$ cat src/rtl/rtc_i2c_pkg.sv
package rtc_i2c_pkg;

    typedef enum logic [2:0] {
        ST_IDLE,
        ST_ADDR,
        ST_ADDR_ACK,
        ST_WR_BYTE,
        ST_WR_ACK,
        ST_RD_BYTE,
        ST_RD_ACK,
        ST_IGNORE
    } bus_state_e;

    localparam logic [6:0] DEV_ADDR  = 7'b1101000;
    localparam logic [7:0] CLR_MASK  = 8'h28;
    localparam logic [7:0] CTRL_RST  = 8'hBF;
    localparam int         OSC_BIT   = 5;
    localparam int         LOSS_BIT  = 3;

endpackage

$ cat src/rtl/rtc_i2c_sync.sv
module rtc_i2c_sync #(
    parameter int STAGES = 2
) (
    input  logic clk,
    input  logic rst_n,
    input  logic scl_i,
    input  logic sda_i,
    output logic scl_s,
    output logic sda_s,
    output logic scl_rise,
    output logic scl_fall,
    output logic start_p,
    output logic stop_p
);
    logic [STAGES-1:0] scl_ff;
    logic [STAGES-1:0] sda_ff;
    logic              scl_d;
    logic              sda_d;

    generate
        if (STAGES == 1) begin : g_one
            always_ff @(posedge clk or negedge rst_n) begin
                if (!rst_n) begin
                    scl_ff <= '1;
                    sda_ff <= '1;
                end else begin
                    scl_ff <= scl_i;
                    sda_ff <= sda_i;
                end
            end
        end else begin : g_many
            always_ff @(posedge clk or negedge rst_n) begin
                if (!rst_n) begin
                    scl_ff <= '1;
                    sda_ff <= '1;
                end else begin
                    scl_ff <= {scl_ff[STAGES-2:0], scl_i};
                    sda_ff <= {sda_ff[STAGES-2:0], sda_i};
                end
            end
        end
    endgenerate

    assign scl_s = scl_ff[STAGES-1];
    assign sda_s = sda_ff[STAGES-1];

    always_ff @(posedge clk or negedge rst_n) begin
        if (!rst_n) begin
            scl_d <= 1'b1;
            sda_d <= 1'b1;
        end else begin
            scl_d <= scl_s;
            sda_d <= sda_s;
        end
    end

    assign scl_rise = scl_s & ~scl_d;
    assign scl_fall = ~scl_s & scl_d;
    assign start_p  = scl_s & scl_d & sda_d & ~sda_s;
    assign stop_p   = scl_s & scl_d & ~sda_d & sda_s;

endmodule

$ cat src/rtl/rtc_i2c_regbank.sv
module rtc_i2c_regbank
    import rtc_i2c_pkg::*;
#(
    parameter int AW        = 6,
    parameter int TIME_REGS = 7,
    localparam int SW       = $clog2(TIME_REGS),
    localparam int DEPTH    = 2 ** AW,
    localparam int CTRL_A   = TIME_REGS,
    localparam int RAM_LO   = TIME_REGS + 1
) (
    input  logic                   clk,
    input  logic                   rst_n,
    input  logic                   snap_en,
    input  logic [8*TIME_REGS-1:0] live_time,
    input  logic                   we,
    input  logic [AW-1:0]          waddr,
    input  logic [7:0]             wdata,
    input  logic [AW-1:0]          raddr,
    output logic [7:0]             rdata,
    input  logic                   osc_stop_set,
    input  logic                   sig_loss_set,
    output logic                   time_wr_en,
    output logic [SW-1:0]          time_wr_addr,
    output logic [7:0]             time_wr_data,
    output logic [7:0]             ctrl_q
);
    logic [7:0]             ram [RAM_LO:DEPTH-1];
    logic [7:0]             snap [TIME_REGS];
    logic [8*TIME_REGS-1:0] snap_flat;
    logic [7:0]             ctrl_nx;
    logic [7:0]             set_bits;

    genvar gi;
    generate
        for (gi = 0; gi < TIME_REGS; gi++) begin : g_snap
            always_ff @(posedge clk or negedge rst_n) begin
                if (!rst_n)
                    snap[gi] <= '0;
                else if (snap_en)
                    snap[gi] <= live_time[8*gi +: 8];
            end
            assign snap_flat[8*gi +: 8] = snap[gi];
        end
    endgenerate

    always_ff @(posedge clk) begin
        if (we && (int'(waddr) >= RAM_LO))
            ram[waddr] <= wdata;
    end

    always_comb begin
        set_bits           = '0;
        set_bits[OSC_BIT]  = osc_stop_set;
        set_bits[LOSS_BIT] = sig_loss_set;
        ctrl_nx            = ctrl_q;
        if (we && (int'(waddr) == CTRL_A))
            ctrl_nx = (wdata & ~CLR_MASK) | (ctrl_q & wdata & CLR_MASK);
        ctrl_nx = ctrl_nx | set_bits;
    end

    always_ff @(posedge clk or negedge rst_n) begin
        if (!rst_n)
            ctrl_q <= CTRL_RST;
        else
            ctrl_q <= ctrl_nx;
    end

    always_ff @(posedge clk or negedge rst_n) begin
        if (!rst_n) begin
            time_wr_en   <= 1'b0;
            time_wr_addr <= '0;
            time_wr_data <= '0;
        end else begin
            time_wr_en <= we && (int'(waddr) < TIME_REGS);
            if (we) begin
                time_wr_addr <= waddr[SW-1:0];
                time_wr_data <= wdata;
            end
        end
    end

    always_comb begin
        if (int'(raddr) < TIME_REGS)
            rdata = snap[raddr[SW-1:0]];
        else if (int'(raddr) == CTRL_A)
            rdata = ctrl_q;
        else
            rdata = ram[raddr];
    end


    clr_only_hold_chk: assert property (@(posedge clk) disable iff (!rst_n)
        (ctrl_q[OSC_BIT] && !(we && int'(waddr) == CTRL_A && !wdata[OSC_BIT]))
        |=> ctrl_q[OSC_BIT]);


    clr_only_clear_chk: assert property (@(posedge clk) disable iff (!rst_n)
        (we && int'(waddr) == CTRL_A && !wdata[OSC_BIT] && !osc_stop_set)
        |=> !ctrl_q[OSC_BIT]);


    snap_capture_chk: assert property (@(posedge clk) disable iff (!rst_n)
        snap_en |=> (snap_flat == $past(live_time)));


    commit_strobe_chk: assert property (@(posedge clk) disable iff (!rst_n)
        (we && int'(waddr) < TIME_REGS) |=> (time_wr_en && time_wr_data == $past(wdata)));

endmodule

$ cat src/rtl/rtc_i2c_target.sv
module rtc_i2c_target
    import rtc_i2c_pkg::*;
#(
    parameter int AW          = 6,
    parameter int TIME_REGS   = 7,
    parameter int TIMEOUT_CYC = 2000,
    parameter int SYNC_STAGES = 2,
    localparam int SW         = $clog2(TIME_REGS),
    localparam int TO_W       = $clog2(TIMEOUT_CYC)
) (
    input  logic                   clk,
    input  logic                   rst_n,
    input  logic                   scl_i,
    input  logic                   sda_i,
    output logic                   sda_oe,
    input  logic [8*TIME_REGS-1:0] live_time,
    input  logic                   osc_stop_set,
    input  logic                   sig_loss_set,
    output logic                   time_wr_en,
    output logic [SW-1:0]          time_wr_addr,
    output logic [7:0]             time_wr_data,
    output logic [7:0]             ctrl_q
);
    bus_state_e      state, state_nx;
    logic            scl_s, sda_s, scl_rise, scl_fall, start_p, stop_p;
    logic [3:0]      bitcnt;
    logic [7:0]      shreg;
    logic [AW-1:0]   ptr;
    logic [AW-1:0]   ptr_nx;
    logic            rw, first_wr, mack;
    logic            wr_en;
    logic [AW-1:0]   wr_addr;
    logic [7:0]      wr_data;
    logic            snap_en;
    logic [7:0]      rdata;
    logic [TO_W-1:0] to_cnt;
    logic            to_hit;
    logic            addr_hit;

    rtc_i2c_sync #(.STAGES(SYNC_STAGES)) u_sync (
        .clk(clk), .rst_n(rst_n), .scl_i(scl_i), .sda_i(sda_i),
        .scl_s(scl_s), .sda_s(sda_s), .scl_rise(scl_rise), .scl_fall(scl_fall),
        .start_p(start_p), .stop_p(stop_p)
    );

    rtc_i2c_regbank #(.AW(AW), .TIME_REGS(TIME_REGS)) u_bank (
        .clk(clk), .rst_n(rst_n), .snap_en(snap_en), .live_time(live_time),
        .we(wr_en), .waddr(wr_addr), .wdata(wr_data), .raddr(ptr), .rdata(rdata),
        .osc_stop_set(osc_stop_set), .sig_loss_set(sig_loss_set),
        .time_wr_en(time_wr_en), .time_wr_addr(time_wr_addr),
        .time_wr_data(time_wr_data), .ctrl_q(ctrl_q)
    );

    assign addr_hit = (shreg[7:1] == DEV_ADDR);
    assign ptr_nx   = ptr + AW'(1);
    assign to_hit   = (to_cnt == TO_W'(TIMEOUT_CYC - 1)) && !scl_s && (state != ST_IDLE);

    always_ff @(posedge clk or negedge rst_n) begin
        if (!rst_n)
            to_cnt <= '0;
        else if (scl_s || state == ST_IDLE)
            to_cnt <= '0;
        else if (to_cnt != TO_W'(TIMEOUT_CYC - 1))
            to_cnt <= to_cnt + TO_W'(1);
    end

    always_comb begin
        state_nx = state;
        if (start_p)
            state_nx = ST_ADDR;
        else if (stop_p || to_hit)
            state_nx = ST_IDLE;
        else begin
            unique case (state)
                ST_IDLE:     state_nx = ST_IDLE;
                ST_IGNORE:   state_nx = ST_IGNORE;
                ST_ADDR:     if (scl_fall && bitcnt == 4'd8)
                                 state_nx = addr_hit ? ST_ADDR_ACK : ST_IGNORE;
                ST_ADDR_ACK: if (scl_fall)
                                 state_nx = rw ? ST_RD_BYTE : ST_WR_BYTE;
                ST_WR_BYTE:  if (scl_fall && bitcnt == 4'd8)
                                 state_nx = ST_WR_ACK;
                ST_WR_ACK:   if (scl_fall)
                                 state_nx = ST_WR_BYTE;
                ST_RD_BYTE:  if (scl_fall && bitcnt == 4'd7)
                                 state_nx = ST_RD_ACK;
                ST_RD_ACK:   if (scl_fall)
                                 state_nx = mack ? ST_RD_BYTE : ST_IGNORE;
            endcase
        end
    end

    always_ff @(posedge clk or negedge rst_n) begin
        if (!rst_n)
            state <= ST_IDLE;
        else
            state <= state_nx;
    end

    always_ff @(posedge clk or negedge rst_n) begin
        if (!rst_n) begin
            sda_oe   <= 1'b0;
            bitcnt   <= '0;
            shreg    <= '0;
            ptr      <= '0;
            rw       <= 1'b0;
            first_wr <= 1'b0;
            mack     <= 1'b0;
            wr_en    <= 1'b0;
            wr_addr  <= '0;
            wr_data  <= '0;
            snap_en  <= 1'b0;
        end else begin
            wr_en   <= 1'b0;
            snap_en <= 1'b0;
            if (start_p) begin
                bitcnt  <= '0;
                sda_oe  <= 1'b0;
                snap_en <= 1'b1;
            end else if (stop_p || to_hit) begin
                bitcnt <= '0;
                sda_oe <= 1'b0;
            end else begin
                unique case (state)
                    ST_ADDR, ST_WR_BYTE: begin
                        if (scl_rise) begin
                            shreg  <= {shreg[6:0], sda_s};
                            bitcnt <= bitcnt + 4'd1;
                        end else if (scl_fall && bitcnt == 4'd8) begin
                            bitcnt <= '0;
                            if (state == ST_ADDR) begin
                                rw       <= shreg[0];
                                sda_oe   <= addr_hit;
                                first_wr <= 1'b1;
                            end else begin
                                sda_oe <= 1'b1;
                                if (first_wr) begin
                                    ptr      <= shreg[AW-1:0];
                                    first_wr <= 1'b0;
                                end else begin
                                    wr_en   <= 1'b1;
                                    wr_addr <= ptr;
                                    wr_data <= shreg;
                                    ptr     <= ptr_nx;
                                    snap_en <= (ptr_nx == '0);
                                end
                            end
                        end
                    end
                    ST_ADDR_ACK: begin
                        if (scl_fall) begin
                            bitcnt <= '0;
                            if (rw) begin
                                shreg  <= rdata;
                                sda_oe <= ~rdata[7];
                            end else begin
                                sda_oe <= 1'b0;
                            end
                        end
                    end
                    ST_WR_ACK: begin
                        if (scl_fall)
                            sda_oe <= 1'b0;
                    end
                    ST_RD_BYTE: begin
                        if (scl_fall) begin
                            if (bitcnt == 4'd7) begin
                                sda_oe  <= 1'b0;
                                ptr     <= ptr_nx;
                                snap_en <= (ptr_nx == '0);
                            end else begin
                                shreg  <= {shreg[6:0], 1'b0};
                                sda_oe <= ~shreg[6];
                                bitcnt <= bitcnt + 4'd1;
                            end
                        end
                    end
                    ST_RD_ACK: begin
                        if (scl_rise)
                            mack <= ~sda_s;
                        else if (scl_fall && mack) begin
                            bitcnt <= '0;
                            shreg  <= rdata;
                            sda_oe <= ~rdata[7];
                        end
                    end
                    ST_IDLE, ST_IGNORE: begin
                        sda_oe <= 1'b0;
                    end
                endcase
            end
        end
    end


    timeout_release_chk: assert property (@(posedge clk) disable iff (!rst_n)
        to_hit |=> (state == ST_IDLE && !sda_oe));


    sda_hold_high_chk: assert property (@(posedge clk) disable iff (!rst_n)
        (scl_s && $past(scl_s)) |-> $stable(sda_oe));


    ignore_quiet_chk: assert property (@(posedge clk) disable iff (!rst_n)
        (state == ST_IGNORE || state == ST_IDLE) |-> !sda_oe);


    restart_ptr_chk: assert property (@(posedge clk) disable iff (!rst_n)
        start_p |=> $stable(ptr));


    wrap_snap_chk: assert property (@(posedge clk) disable iff (!rst_n)
        (state == ST_RD_BYTE && scl_fall && bitcnt == 4'd7 && !start_p && !stop_p
         && ptr == '1) |=> (ptr == '0 && snap_en));

endmodule

$ cat config.mk
export PLATFORM = sky130hd
export DESIGN_NAME = rtc_i2c_target
export DESIGN_NICKNAME = d
export VERILOG_FILES = /design/src/rtl/rtc_i2c_pkg.sv /design/src/rtl/rtc_i2c_sync.sv /design/src/rtl/rtc_i2c_regbank.sv /design/src/rtl/rtc_i2c_target.sv
export SDC_FILE = /design/constraint.sdc
export NUM_CORES = 1
export LEC_CHECK = 0
export BUFFER_PORTS_ARGS = -buffer_cell sky130_fd_sc_hd__buf_4
export CORE_MARGIN = 1
export CORE_UTILIZATION = 50
export CTS_BUF_LIST = sky130_fd_sc_hd__clkbuf_8
export DETAILED_ROUTE_END_ITERATION = 6
export PLACE_DENSITY = 0.66
export SETUP_SLACK_MARGIN = 0.3
export SYNTH_ARGS = -nofsm -noshare
export SYNTH_HDL_FRONTEND = slang
export SYNTH_SLANG_ARGS = --single-unit
$ cat constraint.sdc
create_clock -name clk -period 5.6 [get_ports clk]
set_input_delay 0.56 -clock clk [delete_from_list [all_inputs] [get_ports clk]]
set_output_delay 0.56 -clock clk [all_outputs]
set_load 0.02 [all_outputs]
Yosys cells after proc, flatten, opt, wreduce, memory -nomap -nowiden
Memory sizes are Yosys's and may differ from the RTL's.
Index checks and enable logic that the tools add are counted.
- register bits after elaboration: 134
- RAM bits: 448
- output and inout bits: 21
- memories: 1
- add/sub/neg operators: 3
- $lt $le $gt $ge: 4
- eq/ne operators: 38
- multiplexer cells: 77
- bitwise logic cells: 22
- reductions and logical operators: 29
- memory list (name ; depth ; bits a word ; rd ports ; clocked after memory_dff ; wr ports ; RTL line ; text):
    u_bank.ram ; 56 ; 8 ; 1 ; 0 ; 1 ; rtc_i2c_regbank.sv:27 ; logic [7:0] ram [RAM_LO:DEPTH-1];
- operator list (kind ; number):
    $mux W8 ; 12
    $ne A4 B4 Y1 const B ; 12
    $mux W4 ; 9
    $mux W6 ; 6
    $pmux W8 S4 ; 1
    $mux W1 ; 30
    $mux W3 ; 10
    $bmux W8 S3 ; 1
    $pmux W3 S8 ; 1
    $mux W11 ; 2
    $ne A2 B2 Y1 const B ; 11
    $reduce_and A7 Y1 ; 3
    $or A8 B6 Y8 ; 2
    $pmux W4 S4 ; 1
    $eq A3 B3 Y1 const B ; 4
    $eq A6 B4 Y1 const B ; 2
    $lt A6 B3 Y1 const B ; 2
    $pmux W6 S2 ; 1
    $reduce_and A6 Y1 ; 2
    $add A11 B1 Y11 const B ; 1
    $eq A11 B11 Y1 const B ; 1
    $ne A11 B11 Y1 const B ; 1
    $not A1 Y1 ; 11
    $reduce_and A10 Y1 ; 1
    29 further kinds ; 46

Depth between registers and ports, before layout
Gate-level depths: netlist (run 1).
- depth in word-level cells: 11
- mapped depth: 10
- depth with buffers taken out: 8

By module
A second synthesis (run 1) with hierarchy kept.
- cell total of the unflattened synthesis: 1360
- area total of the unflattened synthesis: 23912.9 µm²
- by module, submodules not included (module ; times used ; cells an instance ; area each (µm²) ; seq. area each (µm²)):
    rtc_i2c_regbank ; 1 ; 1053 ; 20787.4 ; 15363.5
    rtc_i2c_target ; 1 ; 297 ; 2935.3 ; 1301.2
    rtc_i2c_sync ; 1 ; 10 ; 190.2 ; 157.7

Worst setup path before layout (run 1)
OpenSTA, ideal clock, no wires.
- path kind: register to register
- from: register bitcnt[0]
- to: register wr_data[0]
- library setup time: 128 ps
- arrival: 2041 ps
- required time: 5472 ps
- setup slack: 3431 ps
- cell stages (with the launch flop): 8
- cell sequence: dfrtp_1 inv_1 ha_1 nor4bb_1 nand2_1 nor4_4 buf_6 mux2_1
- cells in the longest elaborated chain, start to end: 3
- RTL lines (item ; RTL line ; text):
    start: declaration ; rtc_i2c_target.sv:26 ; logic [3:0] bitcnt;
    start signal: assignment ; rtc_i2c_target.sv:128 ; bitcnt <= bitcnt + 4'd1;
    start signal: assignment ; rtc_i2c_target.sv:174 ; bitcnt <= bitcnt + 4'd1;
    $eq A4 B4 Y1 ; rtc_i2c_target.sv:129 ; end else if (scl_fall && bitcnt == 4'd8) begin
    $logic_and A1 B1 Y1 ; rtc_i2c_target.sv:129 ;
    $reduce_and A7 Y1 (no source line) ; n/a ;
    end signal: assignment ; rtc_i2c_target.sv:143 ; wr_data <= shreg;
    end: declaration ; rtc_i2c_target.sv:33 ; logic [7:0] wr_data;
Every way passes these cells.
A chain may end at the register's enable or synchronous reset.

Worst setup path after layout (run 1)
- from: register ptr[0]
- to: register shreg[3]
- cells in the longest elaborated chain, start to end: 8
- elaborated cells between the ends (all ways): 14
- classes of those cells: order compare (1); eq/ne (1); mux (10); bitwise (1); memory (1)
- RTL lines (item ; RTL line ; text):
    start: declaration ; rtc_i2c_target.sv:28 ; logic [AW-1:0] ptr;
    start signal: assignment ; rtc_i2c_target.sv:138 ; ptr <= shreg[AW-1:0];
    start signal: assignment ; rtc_i2c_target.sv:144 ; ptr <= ptr_nx;
    start signal: assignment ; rtc_i2c_target.sv:169 ; ptr <= ptr_nx;
    parallel branches: the longest is 4 deep, another holds $mem_v2 Z56 W8 ; n/a ;
    $mux W8 (*) ; rtc_i2c_regbank.sv:83 ; if (int'(raddr) < TIME_REGS)
    $mux W8, on equally long branches ; rtc_i2c_target.sv:181, rtc_i2c_target.sv:153 ;
    $mux W8, on equally long branches ; rtc_i2c_target.sv:179, rtc_i2c_target.sv:151 ;
    $pmux W8 S4 (*) ; rtc_i2c_target.sv:124 ; unique case (state)
    end signal: assignment ; rtc_i2c_target.sv:127 ; shreg <= {shreg[6:0], sda_s};
    end signal: assignment ; rtc_i2c_target.sv:172 ; shreg <= {shreg[6:0], 1'b0};
    end signal: assignment ; rtc_i2c_target.sv:183 ; shreg <= rdata;
    end: declaration ; rtc_i2c_target.sv:27 ; logic [7:0] shreg;
Mark *: on every way between the ends. The select of a mux whose other input is x is not followed.

==> results of run 1 <==
## worst min-delay path by stage
stage | cells past startpoint | from | slack, ns | to
after floorplan | 0 | rst_n | 0.26 | bitcnt[0]$_DFFE_PN0P_
after global placement | 0 | u_sync.sda_ff[0]$_DFF_PN1_ | 0.35 | u_sync.sda_ff[1]$_DFF_PN1_
after detailed placement | 0 | u_sync.sda_ff[0]$_DFF_PN1_ | 0.35 | u_sync.sda_ff[1]$_DFF_PN1_
after CTS | 2 | osc_stop_set | 0.03 | u_bank.ctrl_q[5]$_DFF_PN1_
after global routing | 2 | sig_loss_set | 0.05 | u_bank.ctrl_q[3]$_DFF_PN1_
final | 2 | sig_loss_set | 0.08 | u_bank.ctrl_q[3]$_DFF_PN1_
## layout make-up
class | count | area, um2
clock inverter | 69 | 376.6
timing repair buffer | 94 | 742.0
fill | 3602 | 20110
inverter | 16 | 60.06
tap | 607 | 759.5
multi-input combinational | 687 | 6653
clock buffer | 102 | 1404
sequential | 582 | 16850
## state kept, by name, indices dropped and copies added, names as in the netlist, 2 cells and up
| register | count |
|---|---|
| u_bank.time_wr_data | 8 |
| u_bank.ram | 448 |
| ptr | 6 |
| u_sync.sda_ff | 2 |
| u_bank.time_wr_addr | 3 |
| shreg | 8 |
| state | 3 |
| bitcnt | 4 |
| to_cnt | 11 |
| wr_data | 8 |
| u_sync.scl_ff | 2 |
| u_bank.snap | 56 |
| u_bank.ctrl_q | 8 |
| wr_addr | 6 |
## kinds of logic (layout without fill, tap and decap cells)
family | after synthesis | count (layout) | share of synthesized area (%)
adder cells (fa/ha/maj) | 5 | 5 | 0.2606
XOR/XNOR | 10 | 10 | 0.3649
AND/OR/NAND/NOR | 264 | 264 | 5.296
buffers and inverters | 94 | 281 | 2.195
flip-flops | 582 | 582 | 70.09
AO/OA/AOI/OAI | 153 | 153 | 4.535
multiplexers | 255 | 255 | 17.26
## worst max-delay path: stages, from the launching register on
cell	delay, ns
dfrtp_4	1.04
buf_12	0.40
mux4_2	0.56
mux4_2	0.49
o211ai_1	0.33
a311oi_1	0.16
a21o_1	0.17
## power breakdown
part | total (W) | internal (W) | switching [W]
Combinational | 0.000583 | 0.000283 | 0.000300
Clock | 0.00348 | 0.00182 | 0.00167
Sequential | 0.00491 | 0.00475 | 0.000156
Total | 0.00897 | 0.00685 | 0.00212
## layout by cell type (no fill, tap or decap), types with 20 or more instances in the layout
master	count
edfxtp_1	448
mux4_2	117
dfrtp_1	108
clkbuf_8	102
nor2_1	98
buf_4	88
mux2_2	85
nand2_1	63
inv_1	47
mux2i_1	37
a21oi_1	31
nand3_1	28
clkinv_1	22
o21ai_0	20
## repair_timing
| action | in CTS | in global routing |
|---|---|---|
| hold buffers | 3 | 0 |
| hold endpoints to repair | 37 | 0 |
| gates resized for setup | 0 | 0 |
## stage by stage
stage | hold slack (ns) | std cells | area, um2
2_1_floorplan | 0.2644 | 1363 | 24000
3_3_place_gp | 0.3494 | 1983 | 25030
3_5_place_dp | 0.3505 | 1983 | 25030
4_1_cts | 0.03202 | 2157 | 26840
5_1_grt | 0.05112 | 2157 | 26840
6_report | 0.07919 | 2157 | 26840
## per-layer routing
| layer | vias to the layer above | part of all wire [%] | global-route usage (%) |
|---|---|---|---|
| met5 | - | 0 | 0 |
| met4 | 0 | 2.9 | 8.211 |
| met3 | 100 | 7.2 | 5.152 |
| met2 | 520 | 48 | 36.57 |
| met1 | 6751 | 42 | 31.55 |
| li1 | 5661 | - | - |
==> metrics.md, run 1 <==
| Metric | Value |
|---|---|
| Status | complete, no violations |
| Post-synth top area cell | edfxtp_1 |
| Routed WL | 55,020 um |
| Sequential area share after synthesis | 70.09% |
| CTS Buf Count | 95 |
| Largest cells by area after synthesis | edfxtp_1 (56%), dfrtp_1 (13%), mux4_2 (11%) |
| Critical path destination | shreg[3]$_DFFE_PN0P_ |
| Final hold vios | 0 |
| Largest net degree at the start of global routing | 97 |
| First-iteration detailed-routing DRC count | 1,436 |
| Reg2reg start | ptr[0]$_DFFE_PN0P_ |
| Critical path fanouts, max | 46 |
| Max_cap viols | 0 |
| Syn-to-layout area delta | 11.83% |
| Clock-pin transition on the worst setup and hold timing paths | 0.07 ns |
| Nets | 1,543 |
| Remaining antenna violation count after routing | 0 |
| Netlist cell types | 74 |
| R2r worst-path depth | 6 |
| Antenna Cells | 0 |
| Final Worst Setup Slack | 2.311 ns |
| Total power | 0.008972 W |
| DRC | 0 |
| Power Dens Cells | 334.3 mW/mm2 |
| CTS tree | built |
| I/O Buffers | 82 |
| Total gr overflow | 0 |
| Final core occ | 57.17% |
| Vias in the first global route | 13,377 |
| Launch point of the worst path | ptr[0]$_DFFE_PN0P_ |
| Final Skew | 0.02084 ns |
| CTS root buffer | clkbuf_8 |
| Critical Path RT | 6.17 ns |
| Max frequency | 304.1 MHz |
| Top post-synthesis cells by count | edfxtp_1 (448), dfrtp_1 (121), mux4_2 (117), nor2_1 (98), mux2_2 (85) |
| Critical R2R Capture | shreg[3]$_DFFE_PN0P_ |
| First-pass GRT wire length | 83,550 um |
| Flops & latches, synth | 582 |
| GRT Util Overall | 23.04% |
| Final period utilization | 58.73% |
| Syn avg cell area | 17.61 um2 |
| Vias per cell | 6.042 |
| Antenna violations before repair | 0 |
| Clk sinks | 582 |
| Cell with the most instances after synthesis | edfxtp_1 |
| RSZ-0062 raised after global routing | false |
| Setup crit end kind | register |
| Starting Density | 51.12% |
| Pre-CTS setup slack | 2.319 ns |
| DIE HEIGHT | 221.1 um |
| Max_slew headroom | 22.10% |
| WP data arrival | 3.86 ns |
| Synth Net Count | 1,430 |
| Asr flop ratio synth | 23.02% |
| DRT Pass-1 Iters | 5 |
| Static Leak | 10.36 nW |
| Setup CP Type | reg -> reg |
| Row count | 79 |
| Final setup fails | 0 |
| TNS Setup | 0 ns |
| Hold crit path type | in -> reg |
| R2r setup slk | 2.31 ns |
| Setup Fix Bufs, Post-CTS | 0 |
| Routability-driven placement congestion ratio | 0.8801 |
| H-tree lvl count | 3 |
| Max Slew Vio Count | 0 |
| CTS Buffer Depth | 3 |
| Post-synth EDFFs | 448 |
| Core ar. | 0.04695 mm2 |
| Insertion delay to the later sink of the worst-skew pair | 0.68 ns |
| Startpoint types | register |
| Worst slew pin tran | 1.168 ns |
| Synthesized instance count | 1,363 |
| Full die area | 0.04888 mm2 |
| DP Wirelength | 33,820 um |
| Yosys warnings | 0 |
| Layout cells sized above 1 | 29.10% |
| Cell Area, Synth | 0.02400 mm2 |
| Synth top area share | 56.05% |
| I/O pin count | 83 |
| Minimum clock period | 3.289 ns |
| Dominant synthesized flop cell | edfxtp_1 |
| Die Wd | 221.1 um |
| VDD IR-drop max | 0.1486 mV |
| Routed length per placed instance | 25.51 um |
| DR vias | 13,032 |
Power figures use the tool's default switching activity.
==> run 2, diff against run 1 <==
- PLACE_DENSITY: 0.66 -> 0.69
- clock period: 5.6 -> 2.7 ns (I/O delays scaled with it)
==> run 2 against run 1 <==
Worst hold slack better by 0.11 ns. Largest power group unchanged. Via count rose by 8.2%. Combinational power increased by 140%. Sequential share of layout area fell by 4.8 points.
==> metrics.md, run 2 (synthesis results as in run 1) <==
| Metric | Value |
|---|---|
| Antenna violations before repair | 0 (unchanged) |
| Critical Path RT | 3.26 ns (-2.91 ns) |
| CTS root buffer | clkbuf_8 |
| Reg2reg start | ptr[0]$_DFFE_PN0P_ |
| Launch point of the worst path | ptr[0]$_DFFE_PN0P_ |
| Routability-driven placement congestion ratio | 0.8982 (+2.1%) |
| WP depth | 9 (+3) |
| Final core occ | 61.95% (+4.8 points) |
| Minimum clock period | 2.507 ns (-0.7814 ns) |
| Worst slew pin tran | 1.227 ns (+0.05878 ns) |
| TNS Setup | 0 ns (unchanged) |
| DR vias | 14,105 (+8.2%) |
| Hold crit path type | in -> async |
| Pre-CTS setup slack | 0.06037 ns (-2.259 ns) |
| Max Slew Vio Count | 0 (unchanged) |
| Ordered cell list for the critical path | buf_12, buf_12, buf_16, mux4_2, mux2i_2, mux2i_2, o211ai_1, nand4_1, a22o_1 |
| Max frequency | 398.8 MHz (+31%) |
| Final hold vios | 0 (unchanged) |
| WP data arrival | 3.07 ns (-0.79 ns) |
| CTS Buffer Depth | 3 (unchanged) |
| Final setup fails | 0 (unchanged) |
| First-iteration detailed-routing DRC count | 1,443 (+0.49%) |
| Status | complete, no violations |
| R2r setup slk | 0.19 ns (-2.12 ns) |
| WP buf/inv | 3 (+2) |
| Vias in the first global route | 14,515 (+8.5%) |
| Critical path fanouts, max | 6 (-87%) |
| Final Worst Setup Slack | 0.1928 ns (-2.119 ns) |
| Commonest non-fill, non-tap cell in the layout | edfxtp_1 |
| Largest net degree at the start of global routing | 74 (-24%) |
| DIE HEIGHT | 221.1 um (unchanged) |
| Final Skew | 0.02873 ns (+0.007888 ns) |
| Static Leak | 11.50 nW (+11%) |
| Die Wd | 221.1 um (unchanged) |
| Remaining antenna violation count after routing | 0 (unchanged) |
| Post-Layout Cell Count | 2,357 (+9.3%) |
| Antenna Cells | 0 (unchanged) |
| Setup crit end kind | register |
| DRC | 0 (unchanged) |
| Power Dens Cells | 643.7 mW/mm2 (+93%) |
| Nets | 1,743 (+13%) |
| Insertion delay to the later sink of the worst-skew pair | 0.68 ns (about the same) |
| Critical R2R Capture | shreg[1]$_DFFE_PN0P_ |
| GRT Util Overall | 24.89% (+1.9 points) |
| Layout cells sized above 1 | 36.40% (+7.3 points) |
| DRT Pass-1 Iters | 5 (unchanged) |
| H-tree lvl count | 3 (unchanged) |
| Commonest cells after routing, fill and taps aside | edfxtp_1 (448), buf_4 (207), mux4_2 (117) |
| Full die area | 0.04888 mm2 (unchanged) |
| DP Wirelength | 36,890 um (+9.1%) |
| Routed length per placed instance | 25.59 um (+0.31%) |
| Largest register FFs | 448 (unchanged) |
| Max_slew headroom | 18.18% (-3.9 points) |
| RSZ-0062 raised after global routing | true |
| Max_cap viols | 0 (unchanged) |
| Biggest register | u_bank.ram |
| Final period utilization | 92.86% (+34 points) |
| Core ar. | 0.04695 mm2 (unchanged) |
| Total gr overflow | 0 (unchanged) |
| Syn-to-layout area delta | 21.17% |
| CTS tree | built |
| CTS Buf Count | 92 (-3.2%) |
| First-pass GRT wire length | 90,690 um (+8.6%) |
| Starting Density | 51.12% (unchanged) |
| VDD IR-drop max | 0.3069 mV (+110%) |
| Clk sinks | 582 (unchanged) |
| Setup CP Type | reg -> reg |
| Vias per cell | 5.984 (-0.95%) |
| Top delay family on crit path | multiplexers |
| I/O pin count | 83 (unchanged) |
| Placed insts | 2,105 (+6.2%) |
| Startpoint types | register |
| Slowest cell on crit path | dfrtp_4 |
| Top Registers | u_bank.ram x448, u_bank.snap x56, to_cnt x11 |
| Row count | 79 (unchanged) |
| CP peak stage delay | 0.49 ns (-0.55 ns) |
| I/O Buffers | 82 (unchanged) |
| R2r worst-path depth | 9 (+3) |
| Routed WL | 60,310 um (+9.6%) |
| Clock-pin transition on the worst setup and hold timing paths | 0.07 ns (about the same) |
-- run 2: report_power, final --
group | switching [W] | internal [W]
sequential | 0.000273 | 0.00985
combinational | 0.000712 | 0.000713
clock | 0.00342 | 0.00375
-- run 2: worst max-delay path by stage --
stage                                   to
floorplan           wr_data[0]$_DFFE_PN0P_
detailed placement    shreg[7]$_DFFE_PN0P_
CTS                   shreg[3]$_DFFE_PN0P_
global route          shreg[3]$_DFFE_PN0P_
finish                shreg[1]$_DFFE_PN0P_
global placement      shreg[3]$_DFFE_PN0P_
-- run 2: cell type report --
cell class / instances / area (um2)
Timing Repair Buffer: 297 / 2783
Inverter: 16 / 71.32
Multi-Input combinational cell: 687 / 6858
Fill cell: 3298 / 17870
Sequential cell: 582 / 16850
Tap cell: 607 / 759.5
Clock inverter: 63 / 321.6
Clock buffer: 105 / 1445
-- run 2: layer usage --
layer / vias up / share of wire (%) / GRT usage, %
met5: - / 0 / 0
met4: 0 / 2.5 / 8.662
met3: 96 / 7.8 / 4.687
met2: 644 / 50 / 40.53
met1: 7302 / 40 / 33.88
li1: 6063 / - / -
-- run 2: what timing repair did --
item                                    CTS  global route
hold buffers                             61             0
gates cloned                              5             2
setup buffers                            10             6
gates resized for setup                  28            25
hold endpoints to repair                124             0
pin swaps                                 7             7
endpoints found under the setup margin    9            29
-- run 2: stage by stage --
step                total power, W  area (um2)  hold WS, ns
floorplan                  0.01110       24000     -0.02559
global placement           0.01155       26070       0.3461
detailed placement         0.01160       26070       0.3473
CTS                        0.01880       28880       0.1831
global route               0.01938       29080       0.2139
finish                     0.01872       29080       0.1879
